[src/rtl/dmac_pkg.sv]
package dmac_pkg;
  localparam int CMD_GO  = 0;
  localparam int CMD_DIR = 3;
  localparam int ST_ACT  = 0;
  localparam int ST_ERR  = 1;
  localparam int ST_IRQ  = 2;
  localparam int OFS_CMD  = 0;
  localparam int OFS_STAT = 2;

  typedef enum logic [1:0] {
    TMO_WAIT  = 2'd0,
    TMO_FAIL  = 2'd1,
    TMO_RESET = 2'd2
  } tmo_class_e;
endpackage

[src/rtl/dmac_status.sv]
module dmac_status #(
  parameter logic [1:0] DRV_CAP_RST = 2'b00
) (
  input  logic       clk,
  input  logic       rst,
  input  logic       wr_stat,
  input  logic [7:0] wdata,
  input  logic       go_rise,
  input  logic       go_stop,
  input  logic       eng_done,
  input  logic       eng_err,
  input  logic       dev_irq,
  output logic [7:0] status
);
  import dmac_pkg::*;

  logic       act_q, err_q, irq_q, irq_d1;
  logic [1:0] aux_q, cap_q;

  always_ff @(posedge clk) begin
    if (rst) begin
      act_q  <= 1'b0;
      err_q  <= 1'b0;
      irq_q  <= 1'b0;
      irq_d1 <= 1'b0;
      aux_q  <= 2'b00;
      cap_q  <= DRV_CAP_RST;
    end else begin
      irq_d1 <= dev_irq;
      if (go_rise)                  act_q <= 1'b1;
      else if (go_stop || eng_done) act_q <= 1'b0;
      if (eng_err)                         err_q <= 1'b1;
      else if (wr_stat && wdata[ST_ERR])   err_q <= 1'b0;
      if (dev_irq && !irq_d1)              irq_q <= 1'b1;
      else if (wr_stat && wdata[ST_IRQ])   irq_q <= 1'b0;
      if (wr_stat) begin
        aux_q <= wdata[4:3];
        cap_q <= wdata[6:5];
      end
    end
  end

  assign status = {1'b0, cap_q, aux_q, irq_q, err_q, act_q};
endmodule

[src/rtl/dmac_ptr.sv]
module dmac_ptr #(
  parameter  int PTR_W     = 32,
  localparam int PTR_BYTES = PTR_W / 8,
  localparam int SEL_W     = $clog2(PTR_BYTES)
) (
  input  logic             clk,
  input  logic             rst,
  input  logic             wr_en,
  input  logic             lock,
  input  logic [SEL_W-1:0] sel,
  input  logic [7:0]       wdata,
  output logic [PTR_W-1:0] ptr
);
  logic [PTR_W-1:0] ptr_q;

  always_ff @(posedge clk) begin
    if (rst) begin
      ptr_q <= '0;
    end else if (wr_en && !lock) begin
      for (int b = 0; b < PTR_BYTES; b++) begin
        if (sel == SEL_W'(b))
          ptr_q[8*b +: 8] <= (b == 0) ? (wdata & 8'hFC) : wdata;
      end
    end
  end

  assign ptr = ptr_q;
endmodule

[src/rtl/dmac_verdict.sv]
module dmac_verdict (
  input  logic       clk,
  input  logic       rst,
  input  logic [7:0] status,
  input  logic       tmo_req,
  output logic [7:0] end_verdict,
  output logic       tmo_valid,
  output logic [1:0] tmo_class
);
  import dmac_pkg::*;

  tmo_class_e cls_d;
  logic [7:0] verdict_d;

  always_comb begin
    if (status[3] && status[4])  cls_d = TMO_WAIT;
    else if (status[ST_ERR])     cls_d = TMO_FAIL;
    else if (status[ST_ACT])     cls_d = TMO_WAIT;
    else if (status[ST_IRQ])     cls_d = TMO_WAIT;
    else                         cls_d = TMO_RESET;
    verdict_d = (status[2:0] == 3'b100) ? 8'h00 : (8'h10 | status);
  end

  always_ff @(posedge clk) begin
    if (rst) begin
      end_verdict <= 8'h10;
      tmo_valid   <= 1'b0;
      tmo_class   <= TMO_WAIT;
    end else begin
      end_verdict <= verdict_d;
      tmo_valid   <= tmo_req;
      if (tmo_req) tmo_class <= cls_d;
    end
  end
endmodule

[src/rtl/dmac_chan_regs.sv]
module dmac_chan_regs #(
  parameter  int         PTR_W       = 32,
  parameter  logic [1:0] DRV_CAP_RST = 2'b00,
  localparam int         PTR_BYTES   = PTR_W / 8,
  localparam int         SEL_W       = $clog2(PTR_BYTES),
  localparam int         ADDR_W      = SEL_W + 1
) (
  input  logic              clk,
  input  logic              rst,
  input  logic              reg_we,
  input  logic [ADDR_W-1:0] reg_addr,
  input  logic [7:0]        reg_wdata,
  output logic [7:0]        reg_rdata,
  input  logic              eng_done,
  input  logic              eng_err,
  input  logic              dev_irq,
  output logic              eng_start,
  output logic              eng_to_mem,
  output logic [PTR_W-1:0]  tbl_ptr,
  output logic [7:0]        end_verdict,
  input  logic              tmo_req,
  output logic              tmo_valid,
  output logic [1:0]        tmo_class
);
  import dmac_pkg::*;

  logic       go_q, dir_q;
  logic       wr_cmd, wr_stat, wr_ptr, go_rise, go_stop;
  logic [7:0] status_q;
  logic       in_ptr;

  assign in_ptr  = reg_addr[ADDR_W-1];
  assign wr_cmd  = reg_we && (reg_addr == ADDR_W'(OFS_CMD));
  assign wr_stat = reg_we && (reg_addr == ADDR_W'(OFS_STAT));
  assign wr_ptr  = reg_we && in_ptr;
  assign go_rise = wr_cmd && reg_wdata[CMD_GO] && !go_q;
  assign go_stop = wr_cmd && !reg_wdata[CMD_GO];

  always_ff @(posedge clk) begin
    if (rst) begin
      go_q  <= 1'b0;
      dir_q <= 1'b0;
    end else if (wr_cmd) begin
      go_q  <= reg_wdata[CMD_GO];
      dir_q <= reg_wdata[CMD_DIR];
    end
  end

  assign eng_start  = go_q;
  assign eng_to_mem = dir_q;

  dmac_status #(.DRV_CAP_RST(DRV_CAP_RST)) u_status (
    .clk(clk), .rst(rst), .wr_stat(wr_stat), .wdata(reg_wdata),
    .go_rise(go_rise), .go_stop(go_stop), .eng_done(eng_done),
    .eng_err(eng_err), .dev_irq(dev_irq), .status(status_q)
  );

  dmac_ptr #(.PTR_W(PTR_W)) u_ptr (
    .clk(clk), .rst(rst), .wr_en(wr_ptr), .lock(status_q[ST_ACT]),
    .sel(reg_addr[SEL_W-1:0]), .wdata(reg_wdata), .ptr(tbl_ptr)
  );

  dmac_verdict u_verdict (
    .clk(clk), .rst(rst), .status(status_q), .tmo_req(tmo_req),
    .end_verdict(end_verdict), .tmo_valid(tmo_valid), .tmo_class(tmo_class)
  );

  always_ff @(posedge clk) begin
    if (rst) begin
      reg_rdata <= 8'h00;
    end else if (in_ptr) begin
      reg_rdata <= tbl_ptr[8*reg_addr[SEL_W-1:0] +: 8];
    end else if (reg_addr == ADDR_W'(OFS_CMD)) begin
      reg_rdata <= {4'b0, dir_q, 2'b0, go_q};
    end else if (reg_addr == ADDR_W'(OFS_STAT)) begin
      reg_rdata <= status_q;
    end else begin
      reg_rdata <= 8'h00;
    end
  end
endmodule

[config.mk]
export PLATFORM = sky130hd
export DESIGN_NAME = dmac_chan_regs
export DESIGN_NICKNAME = d
export VERILOG_FILES = /design/src/rtl/dmac_pkg.sv /design/src/rtl/dmac_status.sv /design/src/rtl/dmac_ptr.sv /design/src/rtl/dmac_verdict.sv /design/src/rtl/dmac_chan_regs.sv
export SDC_FILE = /design/constraint.sdc
export NUM_CORES = 1
export LEC_CHECK = 0
export BUFFER_PORTS_ARGS = -buffer_cell sky130_fd_sc_hd__buf_2
export CORE_UTILIZATION = 50
export DETAILED_ROUTE_END_ITERATION = 12
export PLACE_DENSITY = 0.77
export SYNTH_ARGS = -nofsm -noshare
export SYNTH_HDL_FRONTEND = slang
export SYNTH_SLANG_ARGS = --single-unit
[constraint.sdc]
create_clock -name clk -period 1.25 [get_ports clk]
set_input_delay 0 -clock clk [delete_from_list [all_inputs] [get_ports clk]]
set_output_delay 0 -clock clk [all_outputs]
set_load 0.02 [all_outputs]
# Yosys cells after proc, flatten, opt, wreduce, memory -nomap -nowiden
# Index checks and enable logic that the tools add are counted.
dict set report totals {
  regBits 59
  input_bits 18
  out_inout_bits 53
  elab_cells 63
}
dict set report classes {
  eq_ne 5
  shift 1
  mux 14
  reduce_logical 26
}
# cell n
set op_table {}
lappend op_table {{32-bit by 6-bit indexed part select with 8-bit output} 1}
lappend op_table {{7-bit 2-to-1 mux} 2}
lappend op_table {{1-bit logical AND} 11}
lappend op_table {{2-bit 2-to-1 mux} 4}
lappend op_table {{8-bit 2-to-1 mux} 1}
lappend op_table {{2-bit AND reduction} 4}
lappend op_table {{1-bit 2-to-1 mux} 6}
lappend op_table {{2-bit nonzero test} 3}
lappend op_table {{5-bit 2-to-1 mux} 1}
lappend op_table {{2-bit equality test (second input constant)} 2}
lappend op_table {{1-bit zero test} 4}
lappend op_table {{3-bit by 2-bit equality test with 1-bit output (second input constant)} 1}
lappend op_table {{3-bit equality test (second input constant)} 1}
lappend op_table {{3-bit zero test} 1}
lappend op_table {{2-bit by 1-bit equality test with 1-bit output (second input constant)} 1}
lappend op_table {{2-bit zero test} 1}
lappend op_table {{2-bit OR reduction} 1}
lappend op_table {{1-bit logical OR} 1}

# Logic depth before layout (Yosys ltp)
# Gate-level depths: netlist of the first run.
dict set report logic_depth {
  word_depth 6
  ltp_mapped 5
  mapped_depth_nobuf 3
}

# By module
# A second synthesis of the first run with hierarchy kept.
dict set report unflattened {
  hier_cells 245
  area_unflattened_um2 2585.0
}
# mod n_inst cells_per_inst area_per_inst_um2
set modules_own_cells {}
lappend modules_own_cells {dmac_ptr 1 116 1261.2}
lappend modules_own_cells {dmac_chan_regs 1 67 668.1}
lappend modules_own_cells {dmac_verdict 1 29 332.8}
lappend modules_own_cells {dmac_status 1 33 322.8}

# Worst setup path before layout of the first run
# OpenSTA, ideal clock, no wires.
dict set report synth_timing {
  kind {flip-flop to flip-flop}
  start {register u_ptr.ptr_q[10] (netlist: u_ptr.ptr[10])}
  end {register reg_rdata[2]}
  setup_ns 0.117
  arrival_time_ns 1.042
  required_time_ns 1.133
  slack_ns 0.092
  stages_incl_launch_ff 3
  synth_period_minus_slack_ns 1.158
  cell_sequence {dfxtp_1 > mux4_1 > a22o_1}
}
dict set report synth_via {
  elab_chain_cells 2
}
# element line
set synth_lines {}
lappend synth_lines {{start, declared} dmac_ptr.sv:14} ;# logic [PTR_W-1:0] ptr_q;
lappend synth_lines {{start signal, assigned by index} dmac_ptr.sv:22} ;# ptr_q[8*b +: 8] <= (b == 0) ? (wdata & 8'hFC) : wdata;
lappend synth_lines {{32-bit by 6-bit indexed part select with 8-bit output} dmac_chan_regs.sv:72} ;# reg_rdata <= tbl_ptr[8*reg_addr[SEL_W-1:0] +: 8];
lappend synth_lines {{8-bit 2-to-1 mux} dmac_chan_regs.sv:71} ;# end else if (in_ptr) begin
lappend synth_lines {{end signal, assigned} dmac_chan_regs.sv:72}
lappend synth_lines {{end signal, assigned} dmac_chan_regs.sv:74} ;# reg_rdata <= {4'b0, dir_q, 2'b0, go_q};
lappend synth_lines {{end signal, assigned} dmac_chan_regs.sv:76} ;# reg_rdata <= status_q;
lappend synth_lines {{end, declared} dmac_chan_regs.sv:13} ;# output logic [7:0] reg_rdata,
# No other way between the ends.
# A chain may end at the register's enable or synchronous reset.

==> impl_metrics.toml, run 1 <==
[timing]
fin_crit_ns = 1.20
fin_skew_ns = 0.00943
rsz0062_at_grt = "false"
fmaxAchievable_mhz = 834
fin_crit_sh_pct = 95.9
setup_viol = 0
slew_violations = 0
fin_tns_setup_ns = 0
final-hold-violation-count = 0

[power]
power_per_cell_area_nw_per_um2 = 1230
p_leak_nw = 1.60
pwr-share-clk_pct = 41.2
combPwrFrac_pct = 10.5
seq_power_share_pct = 48.3
p_int_mw = 3.05
swShare_pct = 23.7
p_switching_uw = 946
vdd_drop_max_uv = 713
power_mw = 4.00

[floorplanning]
die_area_um2 = 5220
initial_core_util_pct = 52.3
die_w_um = 72.3
boundaryPins = 71
die_h_um = 72.3
num_rows = 25
placeableCoreArea_um2 = 4720

[final_layout]
finalNetCount = 333
nFillCells = 371
stdcell_count = 386
multi_input_comb_area_um2 = 1200
drive_gt1_share_pct = 32.9
antenna_cells = 0
regArea_um2 = 1160
final_util_pct = 69.0
area_growth_pct = 31.9

[detailed_routing]
first_iter_violations = 162
routed_via_density = 4.98
final_antenna_net_count = 0
vias = 1923
drc = 0
drtPass1Iterations = 4
totalWireLength_um = 5860
wire_per_inst_um = 15.2

[place]
place.gp.congestion = 0.767
port_buffers = 67
place_hpwl_um = 4130
placed_cells = 359

[yosys]
syn_inst = 224
ys_warn_count = 0
synth-edff-count = 0
avgSynthCellArea_um2 = 11.0
yosysSeqAreaShare_pct = 47.0
netlist_area_um2 = 2470
synthArstFlopShare_pct = 0
ys_ff_latch = 58
yosys_most_used_dff = "dfxtp_1"
ys_types = 33

[worst_setup_path]
start_kind = "input port"
worstPathRequired_ns = 1.46
criticalPathCategory = "input port to flip-flop"
crit_fanout = 14
r2r-end = "reg_rdata[0]"
r2r-start = "u_status.act_q"
cp-end-kind = "flip-flop"
reg2reg_slack_ns = 0.11
r2r_cells = 3
cp.arrival_ns = 1.41

[clock_network]
post_cts_buffers = 0
clk_latency_ns = 0.33
htree_levels = 3
cts_max_path_buffers = 2
numCtsBuffers = 9
root_buffer = "clkbuf_8"
clk_pin_slew_ns = 0.06
cts_tree = "built"
clkSinkCount = 58

[grt]
antenna_found_initial = 0
overflow = 0
grt_pass1_wl_um = 9180
grt_pass1_vias = 1891
grt_max_degree = 22
grtUsageTotal_pct = 24.0

[min_path]
holdCritPathClass = "input port to flip-flop"
holdCritStartpoint = "reg_wdata[7]"
worstHoldPathCells = 3
min_to = "u_ptr.ptr[23]"

[outcome]
outcome = "completed"

[job]
cap_violations = 0
[repair_timing]
item | 4_1_cts | 5_1_grt
hold buffers | 12 | 0
endpoints found under the setup margin | 0 | 6
gates resized for setup | 0 | 3
hold endpoints to repair | 13 | 0
[sequential cells by signal, indices dropped and copies added, names as in the netlist]
name	cells
u_verdict.tmo_class	2
u_status.act_q	1
u_status.err_q	1
eng_start	1
u_verdict.end_verdict	7
eng_to_mem	1
u_verdict.tmo_valid	1
reg_rdata	8
u_status.irq_d1	1
u_status.aux_q	2
u_status.irq_q	1
u_status.cap_q	2
u_ptr.ptr	30
[final cells by class]
class / instances / area share (%)
inverters: 3 / 0.346
flip-flops and latches: 58 / 35.7
repair buffers: 96 / 18.7
well taps: 67 / 2.57
multi-input cells: 147 / 37.0
clock inverters: 3 / 1.23
clock buffers: 12 / 4.46
[layer usage]
metal / track usage [%] / up-vias / part of all wire [%]
met2: 38.0 / 60 / 47
met5: 0 / - / 0
met4: 12.4 / 0 / 1.7
li1: - / 947 / -
met1: 31.4 / 907 / 47
met3: 4.44 / 9 / 3.8
[logic make-up (layout without fill, tap and decap cells)]
family	after synthesis	in the layout	synth area share, %
buffers and inverters	21	114	4.76
and+or+nand+nor	83	83	21.1
DFF	58	58	47.0
other	1	3	0.152
muxes	46	46	22.5
AOI/OAI and AO/OA	15	15	4.41
[worst max-delay path, cell delays in order]
cell and delay [ns]:
dlygate4sd3_1 0.54, buf_4 0.19, buf_4 0.19, nand2b_1 0.18, or3_1 0.31
[Yosys cell counts, drive strengths merged (2+ instances only)]
cell type  instances  share of area (%)
nand2b            44                 11
nor2b              6                1.5
nor4b              2                1.9
nand3              3               0.61
mux4               6                6.2
and2               4                1.0
buf               13                3.5
dfxtp             58                 47
clkbuf             5               0.76
a22o               4                1.4
a21oi              5                1.0
nand2              6               0.91
mux2i             39                 16
inv                3               0.46
nor2              11                1.7
[power groups by stage]
stage               combinational, mW  sequential [mW]  clock [mW]
finish                          0.419             1.93        1.65
global route                    0.449             1.94        1.74
CTS                             0.416             1.93        1.68
detailed placement              0.385             1.97           0
global placement                0.381             1.97           0
floorplan                       0.205             2.01           0
[cells in the final DEF, fill, tap and decap left out, drive strengths merged, types with 2 or more instances in the layout]
cell	count
nand2b	44
mux4	6
nor2	11
nand3	3
and2	4
dlygate4sd3	12
a21oi	5
nor2b	6
dfxtp	58
buf	84
nand2	6
inv	3
nor4b	2
conb	3
clkbuf	12
clkinv	2
a22o	4
mux2i	39
[through the flow]
step	instance area [um^2]	hold WS (ns)	worst slack [ns]
after floorplan	2480	0.109	0.0917
after global placement	2950	0.216	0.108
after detailed placement	2950	0.220	0.0520
after CTS	3250	0.00248	0.0426
after global routing	3260	0.0367	0.00251
final	3260	0.0110	0.0512
[worst max path at each step]
stage                       start                       end  slack, ns  depth (start not counted)
finish                        rst  u_verdict.end_verdict[4]       0.05                          5
global route                  rst  u_verdict.end_verdict[4]      0.003                          5
CTS                           rst              reg_rdata[3]       0.04                          5
detailed placement    reg_addr[0]            u_status.act_q       0.05                          5
global placement      reg_addr[0]            u_status.act_q       0.11                          5
floorplan           u_ptr.ptr[10]              reg_rdata[2]       0.09                          2
No activity file was read; power rests on OpenSTA's default activity.
==> inputs of run 2 (changes only) <==
--- a/config.mk
+++ b/config.mk
@@ -6,6 +6,7 @@
 export NUM_CORES = 1
 export LEC_CHECK = 0
 export BUFFER_PORTS_ARGS = -buffer_cell sky130_fd_sc_hd__buf_2
+export CORE_MARGIN = 2
 export CORE_UTILIZATION = 50
 export DETAILED_ROUTE_END_ITERATION = 12
 export PLACE_DENSITY = 0.77
==> impl_metrics.toml, run 2 (synthesis results as in run 1) <==
[outcome]
outcome = "completed"

[grt]
grt_max_degree = 22
grt_pass1_vias = 1833
grt_pass1_wl_um = 8940
antenna_found_initial = 0
overflow = 0
grtUsageTotal_pct = 22.5

[detailed_routing]
drc = 0
wire_per_inst_um = 14.8
first_iter_violations = 77
final_antenna_net_count = 0
routed_via_density = 5.01
drtPass1Iterations = 4
vias = 1914
totalWireLength_um = 5660

[floorplanning]
die_w_um = 74.3
initial_core_util_pct = 51.9
die_h_um = 74.3
boundaryPins = 71
die_area_um2 = 5520
num_rows = 25
placeableCoreArea_um2 = 4750

[clock_network]
clk_pin_slew_ns = 0.06
root_buffer = "clkbuf_8"
htree_levels = 3
numCtsBuffers = 9
cts_max_path_buffers = 2
post_cts_buffers = 0
clkSinkCount = 58
cts_tree = "built"
clk_latency_ns = 0.33

[power]
vdd_drop_max_uv = 604
seq_power_share_pct = 51.0
p_leak_nw = 1.57
p_switching_uw = 902
swShare_pct = 23.8
p_int_mw = 2.89
power_per_cell_area_nw_per_um2 = 1180
combPwrFrac_pct = 10.8
pwr-share-clk_pct = 38.2

[timing]
fin_skew_ns = 0.00577
final-hold-violation-count = 0
slew_violations = 0
fmaxAchievable_mhz = 889
fin_tns_setup_ns = 0
rsz0062_at_grt = "false"
setup_viol = 0
fin_crit_sh_pct = 90.0
fin_crit_ns = 1.12

[place]
port_buffers = 67
place_area_um2 = 2940
place.gp.congestion = 0.802
placed_cells = 358
place_hpwl_um = 4000

[final_layout]
antenna_cells = 0
drive_gt1_share_pct = 32.4
design_area_um2 = 3210
largest_reg_flops = 30
final_cell_mix = "buf_2 (67), dfxtp_1 (57), nand2b_1 (44)"
final_common_cell = "buf_2"
finalNetCount = 331
stdcell_count = 382
area_growth_pct = 30.2

[worst_setup_path]
criticalPathCategory = "input port to flip-flop"
start_kind = "input port"
cp-end-kind = "flip-flop"
cp.arrival_ns = 1.34
crit_fanout = 16
worstPathRequired_ns = 1.46

[job]
cap_violations = 0

[min_path]
holdCritPathClass = "input port to flip-flop"
==> run 2: power groups by stage <==
stage	clock (mW)	sequential [mW]	combinational, mW
final	1.45	1.93	0.409
after global routing	1.55	1.94	0.444
after CTS	1.49	1.93	0.409
after detailed placement	0	1.97	0.381
after global placement	0	1.97	0.376
after floorplan	0	2.01	0.205
==> run 2: final timing paths <==
path	slack, ns	to	startpoint	cells after the start
worst max-delay path	0.13	u_ptr.ptr[10]	rst	5
worst min-delay path	0.008	u_ptr.ptr[7]	reg_wdata[7]	3
worst max register to register	0.13	reg_rdata[2]	u_ptr.ptr[10]	2
worst min register to register	0.45	u_status.irq_q	u_status.irq_d1	2
==> run 2: through the flow <==
step | worst slack, ns | util (%) | hold slack, ns | power [mW]
2_1_floorplan | 0.0917 | - | 0.109 | 2.22
5_1_grt | 0.0148 | 67.6 | 0.0368 | 3.93
4_1_cts | 0.0851 | 67.5 | 0.0103 | 3.83
3_5_place_dp | 0.0576 | 61.8 | 0.212 | 2.35
6_report | 0.125 | 67.6 | 0.00792 | 3.79
3_3_place_gp | 0.0999 | 61.8 | 0.212 | 2.35
==> run 2: what timing repair did <==
action,4_1_cts,5_1_grt
setup endpoints to repair,0,8
hold buffers,11,0
gates resized for setup,0,2
hold endpoints to repair,14,0
==> run 2: per-layer routing <==
layer	wire length, um	global-route usage [%]	up-vias	share of wire [%]
met1	2530	28.1	902	45
met2	2660	35.2	64	47
met4	127	14.3	0	2.2
met3	351	4.88	10	6.2
li1	-	-	938	-
met5	0	0	-	0
==> run 2: critical path: stages <==
cell and delay, ns:
dlygate4sd3_1 0.52, buf_2 0.27, buf_4 0.25, nand2b_1 0.21, mux2i_1 0.09
==> run 2: layout make-up <==
type,count,area (um^2)
fillers,401,1540
multi-input cells,147,1200
flip-flops and latches,58,1160
repair buffers,94,594
clock buffers,13,159
well taps,67,83.8
inverters,3,11.3
